<file path="config.mk">
export PLATFORM = sky130hd
export DESIGN_NAME = drdy_sync_ctrl
export DESIGN_NICKNAME = d
export VERILOG_FILES = /design/src/rtl/drdy_pkg.sv /design/src/rtl/drdy_tick_gen.sv /design/src/rtl/drdy_chan_seq.sv /design/src/rtl/drdy_sample_stub.sv /design/src/rtl/drdy_chan_slot.sv /design/src/rtl/drdy_rdy_policy.sv /design/src/rtl/drdy_sync_ctrl.sv
export SDC_FILE = /design/constraint.sdc
export NUM_CORES = 1
export LEC_CHECK = 0
export BUFFER_PORTS_ARGS = -buffer_cell sky130_fd_sc_hd__buf_2
export CAP_MARGIN = 20
export CORE_AREA = 3 3 67 115
export CTS_BUF_LIST = sky130_fd_sc_hd__clkbuf_8 sky130_fd_sc_hd__clkbuf_16
export DETAILED_ROUTE_END_ITERATION = 8
export DIE_AREA = 0 0 70 118
export PLACE_DENSITY = 0.77
export SLEW_MARGIN = 20
export SYNTH_ARGS = -nofsm -noshare
export SYNTH_HDL_FRONTEND = slang
export SYNTH_SLANG_ARGS = --single-unit
export TNS_END_PERCENT = 100
</file>
<file path="constraint.sdc">
create_clock -name clk_i -period 1.82 [get_ports clk_i]
set_input_delay 0.091 -clock clk_i [delete_from_list [all_inputs] [get_ports clk_i]]
set_output_delay 0.091 -clock clk_i [all_outputs]
set_load 0.01 [all_outputs]
</file>
<file path="src/rtl/drdy_pkg.sv">
package drdy_pkg;
  localparam int unsigned NCH = 2;
  typedef enum logic {CH_RATE = 1'b0, CH_TEMP = 1'b1} chan_e;
endpackage

</file>
<file path="src/rtl/drdy_tick_gen.sv">
module drdy_tick_gen #(
  parameter int unsigned TICK_PERIOD = 8
) (
  input  logic clk_i,
  input  logic rst_ni,
  input  logic hold_i,
  output logic tick_o
);
  localparam int unsigned CW = (TICK_PERIOD > 1) ? $clog2(TICK_PERIOD) : 1;
  localparam logic [CW-1:0] LAST = CW'(TICK_PERIOD - 1);

  logic [CW-1:0] cnt_q;
  logic          wrap;

  assign wrap   = (cnt_q == LAST);
  assign tick_o = !hold_i && wrap;

  // hold parks the divider at zero so a release restarts a full period
  always_ff @(posedge clk_i or negedge rst_ni) begin
    if (!rst_ni)      cnt_q <= '0;
    else if (hold_i)  cnt_q <= '0;
    else if (wrap)    cnt_q <= '0;
    else              cnt_q <= cnt_q + 1'b1;
  end

  generate
    if (TICK_PERIOD > 1) begin : g_gap
      p_tick_gap_r1: assert property (@(posedge clk_i) disable iff (!rst_ni)
        tick_o |=> !tick_o);
    end
  endgenerate
endmodule

</file>
<file path="src/rtl/drdy_chan_seq.sv">
module drdy_chan_seq
  import drdy_pkg::*;
(
  input  logic           clk_i,
  input  logic           rst_ni,
  input  logic           hold_i,
  input  logic           tick_i,
  output logic [NCH-1:0] req_o
);
  chan_e sel_q;

  always_ff @(posedge clk_i or negedge rst_ni) begin
    if (!rst_ni)      sel_q <= CH_RATE;
    else if (hold_i)  sel_q <= CH_RATE;
    else if (tick_i)  sel_q <= (sel_q == CH_RATE) ? CH_TEMP : CH_RATE;
  end

  for (genvar c = 0; c < NCH; c++) begin : g_req
    assign req_o[c] = tick_i && (int'(sel_q) == c);
  end

  p_resume_rate_r8: assert property (@(posedge clk_i) disable iff (!rst_ni)
    hold_i |=> (sel_q == CH_RATE));
  p_one_slot_r1: assert property (@(posedge clk_i) disable iff (!rst_ni)
    $onehot0(req_o));
endmodule

</file>
<file path="src/rtl/drdy_sample_stub.sv">
module drdy_sample_stub #(
  parameter int unsigned DATA_W = 24
) (
  input  logic              clk_i,
  input  logic              rst_ni,
  input  logic              tick_i,
  output logic [DATA_W-1:0] sample_o
);
  logic [DATA_W-1:0] cnt_q;

  always_ff @(posedge clk_i or negedge rst_ni) begin
    if (!rst_ni)     cnt_q <= '0;
    else if (tick_i) cnt_q <= cnt_q + 1'b1;
  end

  assign sample_o = cnt_q;
endmodule

</file>
<file path="src/rtl/drdy_chan_slot.sv">
module drdy_chan_slot #(
  parameter int unsigned DATA_W = 24
) (
  input  logic              clk_i,
  input  logic              rst_ni,
  input  logic              req_i,
  input  logic              en_i,
  input  logic              busy_i,
  input  logic              done_i,
  input  logic [DATA_W-1:0] sample_i,
  output logic              upd_ev_o,
  output logic              unread_n_o,
  output logic              upd_o,
  output logic [DATA_W-1:0] data_o
);
  logic              unread_q;
  logic              upd_q;
  logic [DATA_W-1:0] data_q;

  // a read in flight keeps the old word; the slot's sample is dropped
  assign upd_ev_o   = req_i && en_i && !busy_i;
  assign unread_n_o = upd_ev_o ? 1'b1 : (done_i ? 1'b0 : unread_q);

  always_ff @(posedge clk_i or negedge rst_ni) begin
    if (!rst_ni) begin
      data_q   <= '0;
      unread_q <= 1'b0;
      upd_q    <= 1'b0;
    end else begin
      unread_q <= unread_n_o;
      upd_q    <= upd_ev_o;
      if (upd_ev_o) data_q <= sample_i;
    end
  end

  assign upd_o  = upd_q;
  assign data_o = data_q;

  p_busy_keep_r6: assert property (@(posedge clk_i) disable iff (!rst_ni)
    (req_i && busy_i) |=> ($stable(data_q) && !upd_o));
  p_dis_quiet_r5: assert property (@(posedge clk_i) disable iff (!rst_ni)
    !en_i |=> !upd_o);
  p_upd_fresh_r11: assert property (@(posedge clk_i) disable iff (!rst_ni)
    upd_o |-> unread_q);
  p_upd_pulse_r11: assert property (@(posedge clk_i) disable iff (!rst_ni)
    (upd_o && !req_i) |=> !upd_o);
endmodule

</file>
<file path="src/rtl/drdy_rdy_policy.sv">
module drdy_rdy_policy
  import drdy_pkg::*;
(
  input  logic           clk_i,
  input  logic           rst_ni,
  input  logic           all_mode_i,
  input  logic [NCH-1:0] en_i,
  input  logic [NCH-1:0] upd_ev_i,
  input  logic [NCH-1:0] rd_done_i,
  input  logic [NCH-1:0] unread_n_i,
  output logic           rdy_no
);
  logic low_q;
  logic cond;

  always_comb begin
    if (all_mode_i) cond = (&(unread_n_i | ~en_i)) && (|en_i);
    else            cond = |(unread_n_i & en_i);
  end

  // update that meets the policy wins over a read finishing in the same cycle
  always_ff @(posedge clk_i or negedge rst_ni) begin
    if (!rst_ni)                      low_q <= 1'b0;
    else if ((|upd_ev_i) && cond)     low_q <= 1'b1;
    else if (|rd_done_i)              low_q <= 1'b0;
  end

  assign rdy_no = !low_q;

  p_read_release_r4: assert property (@(posedge clk_i) disable iff (!rst_ni)
    ((|rd_done_i) && !(|upd_ev_i)) |=> rdy_no);
  p_fall_on_upd_r2: assert property (@(posedge clk_i) disable iff (!rst_ni)
    (rdy_no && !(|upd_ev_i)) |=> rdy_no);
endmodule

</file>
<file path="src/rtl/drdy_sync_ctrl.sv">
module drdy_sync_ctrl
  import drdy_pkg::*;
#(
  parameter int unsigned DATA_W      = 24,
  parameter int unsigned TICK_PERIOD = 8
) (
  input  logic              clk_i,
  input  logic              rst_ni,
  input  logic              all_mode_i,
  input  logic              sync_en_i,
  input  logic              sync_i,
  input  logic              rate_en_i,
  input  logic              temp_en_i,
  input  logic              rate_rd_busy_i,
  input  logic              rate_rd_done_i,
  input  logic              temp_rd_busy_i,
  input  logic              temp_rd_done_i,
  output logic              rate_upd_o,
  output logic              temp_upd_o,
  output logic [DATA_W-1:0] rate_data_o,
  output logic [DATA_W-1:0] temp_data_o,
  output logic              rdy_no
);
  logic              hold;
  logic              tick;
  logic [NCH-1:0]    req;
  logic [NCH-1:0]    en;
  logic [NCH-1:0]    busy;
  logic [NCH-1:0]    done;
  logic [NCH-1:0]    upd_ev;
  logic [NCH-1:0]    unread_n;
  logic [NCH-1:0]    upd;
  logic [DATA_W-1:0] sample;
  logic [DATA_W-1:0] data [NCH];

  assign hold = sync_en_i && !sync_i;

  assign en   = {temp_en_i, rate_en_i};
  assign busy = {temp_rd_busy_i, rate_rd_busy_i};
  assign done = {temp_rd_done_i, rate_rd_done_i};

  drdy_tick_gen #(.TICK_PERIOD(TICK_PERIOD)) u_tick (
    .clk_i (clk_i),
    .rst_ni(rst_ni),
    .hold_i(hold),
    .tick_o(tick)
  );

  drdy_chan_seq u_seq (
    .clk_i (clk_i),
    .rst_ni(rst_ni),
    .hold_i(hold),
    .tick_i(tick),
    .req_o (req)
  );

  drdy_sample_stub #(.DATA_W(DATA_W)) u_stub (
    .clk_i   (clk_i),
    .rst_ni  (rst_ni),
    .tick_i  (tick),
    .sample_o(sample)
  );

  for (genvar c = 0; c < NCH; c++) begin : g_slot
    drdy_chan_slot #(.DATA_W(DATA_W)) u_slot (
      .clk_i     (clk_i),
      .rst_ni    (rst_ni),
      .req_i     (req[c]),
      .en_i      (en[c]),
      .busy_i    (busy[c]),
      .done_i    (done[c]),
      .sample_i  (sample),
      .upd_ev_o  (upd_ev[c]),
      .unread_n_o(unread_n[c]),
      .upd_o     (upd[c]),
      .data_o    (data[c])
    );
  end

  drdy_rdy_policy u_rdy (
    .clk_i     (clk_i),
    .rst_ni    (rst_ni),
    .all_mode_i(all_mode_i),
    .en_i      (en),
    .upd_ev_i  (upd_ev),
    .rd_done_i (done),
    .unread_n_i(unread_n),
    .rdy_no    (rdy_no)
  );

  assign rate_upd_o  = upd[CH_RATE];
  assign temp_upd_o  = upd[CH_TEMP];
  assign rate_data_o = data[CH_RATE];
  assign temp_data_o = data[CH_TEMP];

  p_one_upd_r1: assert property (@(posedge clk_i) disable iff (!rst_ni)
    !(rate_upd_o && temp_upd_o));
  p_sync_freeze_r7: assert property (@(posedge clk_i) disable iff (!rst_ni)
    (sync_en_i && !sync_i) |=> (!rate_upd_o && !temp_upd_o));
  p_sync_stable_r7: assert property (@(posedge clk_i) disable iff (!rst_ni)
    (sync_en_i && !sync_i) |=> ($stable(rate_data_o) && $stable(temp_data_o)));
endmodule

</file>
==> results.txt <==
----------------------------------------------------
[Outcome]
  Status ... finished clean

[Cells and area]
  Proportion of layout cells with a drive suffix above 1 ... 47.1%
  Layout Nets ... 322
  Post-route design area ... 4260 sq um
  Final antenna diode count ... 0
  Layout overhead on the synthesized area ... 28.8%
  Final cell count without fillers ... 396
  Fraction of the core area covered by cells at the end of the flow ... 61.6%

[Clocking]
  TritonCTS Buffers ... 9
  Number of clock sinks ... 81
  Clock root cell ... sky130_fd_sc_hd__clkbuf_16
  TritonCTS clock tree ... yes
  Clock input transition at the sequential cells of the worst setup and hold paths ... 60 ps
  Total number of H-tree levels ... 3
  Maximum buffer depth of the clock tree ... 2
  Clock insertion delay at the later pin of the skew report ... 330 ps

[STA]
  RSZ-0062 raised after global routing ... true
  Crit path time final ... 1820 ps
  Max-slew violation total from the final report ... 0
  Fraction of the cycle the final worst path needs ... 99.9%
  Post-layout worst setup margin ... 2.33 ps
  Hold Violations, Final ... 0
  Max-Slew Margin vs Limit ... 61.0%
  Fmax achieved ... 0.550 GHz
  Pin slew with the least headroom to its limit ... 584 ps
  Worst clock skew ... 5.99 ps
  Final Setup Violations ... 0

[Yosys]
  Average instance area after synthesis ... 14.6 sq um
  Gate Count Post-Synth ... 226
  Count of synthesis-stage warnings from yosys ... 0
  Ranking of synthesized cells by area ... sky130_fd_sc_hd__dfrtp_1 (61%), sky130_fd_sc_hd__mux2_2 (11%), sky130_fd_sc_hd__mux2_4 (8.2%)
  Distinct cell type count after synthesis ... 28
  Sequential-to-total area share from yosys stat ... 61.3%
  Register bit total from synthesis ... 81
  Count of flip-flops with a built-in enable after synthesis ... 0
  Most common cell in the netlist ... sky130_fd_sc_hd__dfrtp_1
  Flip-flop cell with the highest count after synthesis ... sky130_fd_sc_hd__dfrtp_1
  Post-Synthesis Cell Area ... 3300 sq um
  Top post-synthesis cells by count ... sky130_fd_sc_hd__dfrtp_1 (81), sky130_fd_sc_hd__mux2_2 (31), sky130_fd_sc_hd__xnor2_1 (22)
  Async SR Flop Fraction ... 100%
  Share of the synthesized area in the top cell type ... 61.3%
  Post-Syn Nets ... 240
  Cell taking the most area after synthesis ... sky130_fd_sc_hd__dfrtp_1

[Drt]
  Detailed-route via count ... 2055
  Post-route DRC ... 0
  DRT iter0 DRCs ... 68
  Detailed-route wire length ... 6490 microns
  Avg WL per Cell ... 16.4 microns
  First-pass iteration count of the detailed router ... 4
  Via-per-instance ratio ... 5.19
  Number of nets still failing antenna checks after routing ... 0

[Power]
  Part of the power in the clock network ... 48.3%
  Relative contribution of sequential cells to total power ... 44.2%
  Proportion of total power due to net switching ... 20.9%
  Internal power ... 3.59 mW
  Leakage Power ... 2.27 nW
  Combinational share of power ... 7.5%
  Psw ... 0.948 mW
  Total power density per cell area ... 1070 nW/um^2
  Maximum ir drop on the vdd rail ... 0.000737 V

[Critical path]
  Critical Path Start Type ... register
  Data arrival time of the worst path ... 2030 ps
  Top fanout value on the critical path ... 16
  Crit Path Class ... reg2reg
  Crit path capture type ... register
  Required time worst endpoint ... 2030 ps

[Die]
  Area of the core ... 6910 sq um
  Overall die area ... 8260 sq um
  Die outline width ... 70 microns
  Number of placement rows ... 40
  Die height ... 118 microns
  Effective utilization at floorplan ... 47.8%
  Ports placed on the boundary ... 62

[Placement]
  Number of cells after detailed placement ... 375
  Count of buffers from port buffering ... 61
  Pre-CTS worst setup slack ... -78.8 ps
  Detailed Place HPWL ... 4580 microns
  Post-DP Area ... 3800 sq um
  Routability-driven placement congestion ratio ... 0.776

[Job]
  Max cap viols ... 0

[Global route]
  Global-route wire length before repair ... 11100 microns
  Residual overflow from global routing ... 0
  Number of global-route vias before repair ... 2193
  Global routing usage summed across all routing layers ... 17.3%
  Maximum number of pins on one net before global-route repair ... 47
  Number of antenna violations at the first check in global routing ... 0

[Worst hold path]
  Hold crit path type ... in2reg

----------------------------------------------------
[power by group through the flow]
stage	registers, mW	clock network [mW]	logic (mW)
after floorplan	2.02	0	0.169
after global placement	2.02	0	0.299
after detailed placement	2.03	0	0.318
after CTS	2.01	2.22	0.338
after global routing	2.02	2.30	0.394
final	2.01	2.19	0.340
[cell families (layout without fill, tap and decap cells)]
group / count (synthesis) / after routing / synth area share (%)
flip-flops: 81 / 81 / 61.3
AND/OR/NAND/NOR: 52 / 52 / 9.09
multiplexers: 49 / 49 / 18.7
XOR/XNOR: 24 / 24 / 6.36
buffers and inverters: 13 / 99 / 2.50
AO/OA/AOI/OAI: 4 / 4 / 0.833
adder cells (fa/ha/maj): 3 / 3 / 1.14
[through the flow]
stage          power (mW)  TNS (ps)  hold WS [ps]
6_report             4.54         0          55.9
5_1_grt              4.71      -381          90.9
4_1_cts              4.57      -178          49.5
3_5_place_dp         2.35     -1560           136
3_3_place_gp         2.32      -118           125
2_1_floorplan        2.19     -2990          -205
[final cells by class]
class	instances	area (sq um)
Sequential cell	81	2030
Clock inverter	5	128
Multi-Input combinational cell	132	1230
Inverter	5	21.3
Fill cell	520	2650
Clock buffer	10	239
Timing Repair Buffer	79	509
Tap cell	84	105
[per-layer routing]
metal	up-vias	GRT usage, %	wire, microns
li1	960	-	-
met1	1035	19.6	2540
met2	47	29.9	3550
met3	13	4.27	253
met4	0	8.75	155
met5	-	0	0
[worst paths after layout]
path,startpoint,to,slack (ps),cells after the start
max,u_tick.cnt_q[0]$_DFF_PN0_,g_slot[1].u_slot.data_o[13]$_DFFE_PN0P_,2,6
min reg2reg,g_slot[0].u_slot.data_o[7]$_DFFE_PN0P_,g_slot[0].u_slot.data_o[7]$_DFFE_PN0P_,500,1
max reg2reg,u_tick.cnt_q[0]$_DFF_PN0_,g_slot[1].u_slot.data_o[13]$_DFFE_PN0P_,2,6
min in group asynchronous,rst_ni,g_slot[0].u_slot.data_o[20]$_DFFE_PN0P_,300,2
min,rate_rd_done_i,g_slot[0].u_slot.unread_q$_DFF_PN0_,60,3
max in group asynchronous,rst_ni,u_stub.sample_o[3]$_DFFE_PN0N_,910,3
[sequential cells by signal (all words and copies together) (netlist names)]
register                flops
g_slot.u_slot.data_o       48
g_slot.u_slot.unread_q      2
g_slot.u_slot.upd_o         2
u_rdy.low_q                 1
u_seq.sel_q                 1
u_stub.sample_o            24
u_tick.cnt_q                3
[critical path, stage by stage (launching register included)]
cell,delay [ps]
sky130_fd_sc_hd__dfrtp_1,390
sky130_fd_sc_hd__ha_4,160
sky130_fd_sc_hd__ha_4,140
sky130_fd_sc_hd__inv_4,30
sky130_fd_sc_hd__or4_4,490
sky130_fd_sc_hd__buf_12,190
sky130_fd_sc_hd__mux2_4,300
[placed cells by master (no fill, tap or decap), drive strengths merged, types with 4 or more instances in the layout]
cell and count:
buf 77, bufinv 4, clkbuf 10, dfrtp 81, inv 5, mux2 49
nand2 6, nand3 12, nand4 12, nor2 5, nor3 4, xnor2 22
[repair_timing]
| item | 4_1_cts | 5_1_grt |
|---|---|---|
| setup buffers | 1 | 2 |
| cloned | 1 | 0 |
| setup endpoints to repair | 25 | 32 |
| pin swaps | 3 | 0 |
| hold buffers | 2 | 0 |
| gates resized for setup | 2 | 3 |
| hold endpoints to repair | 46 | 0 |
Power figures use the tool's default switching activity.
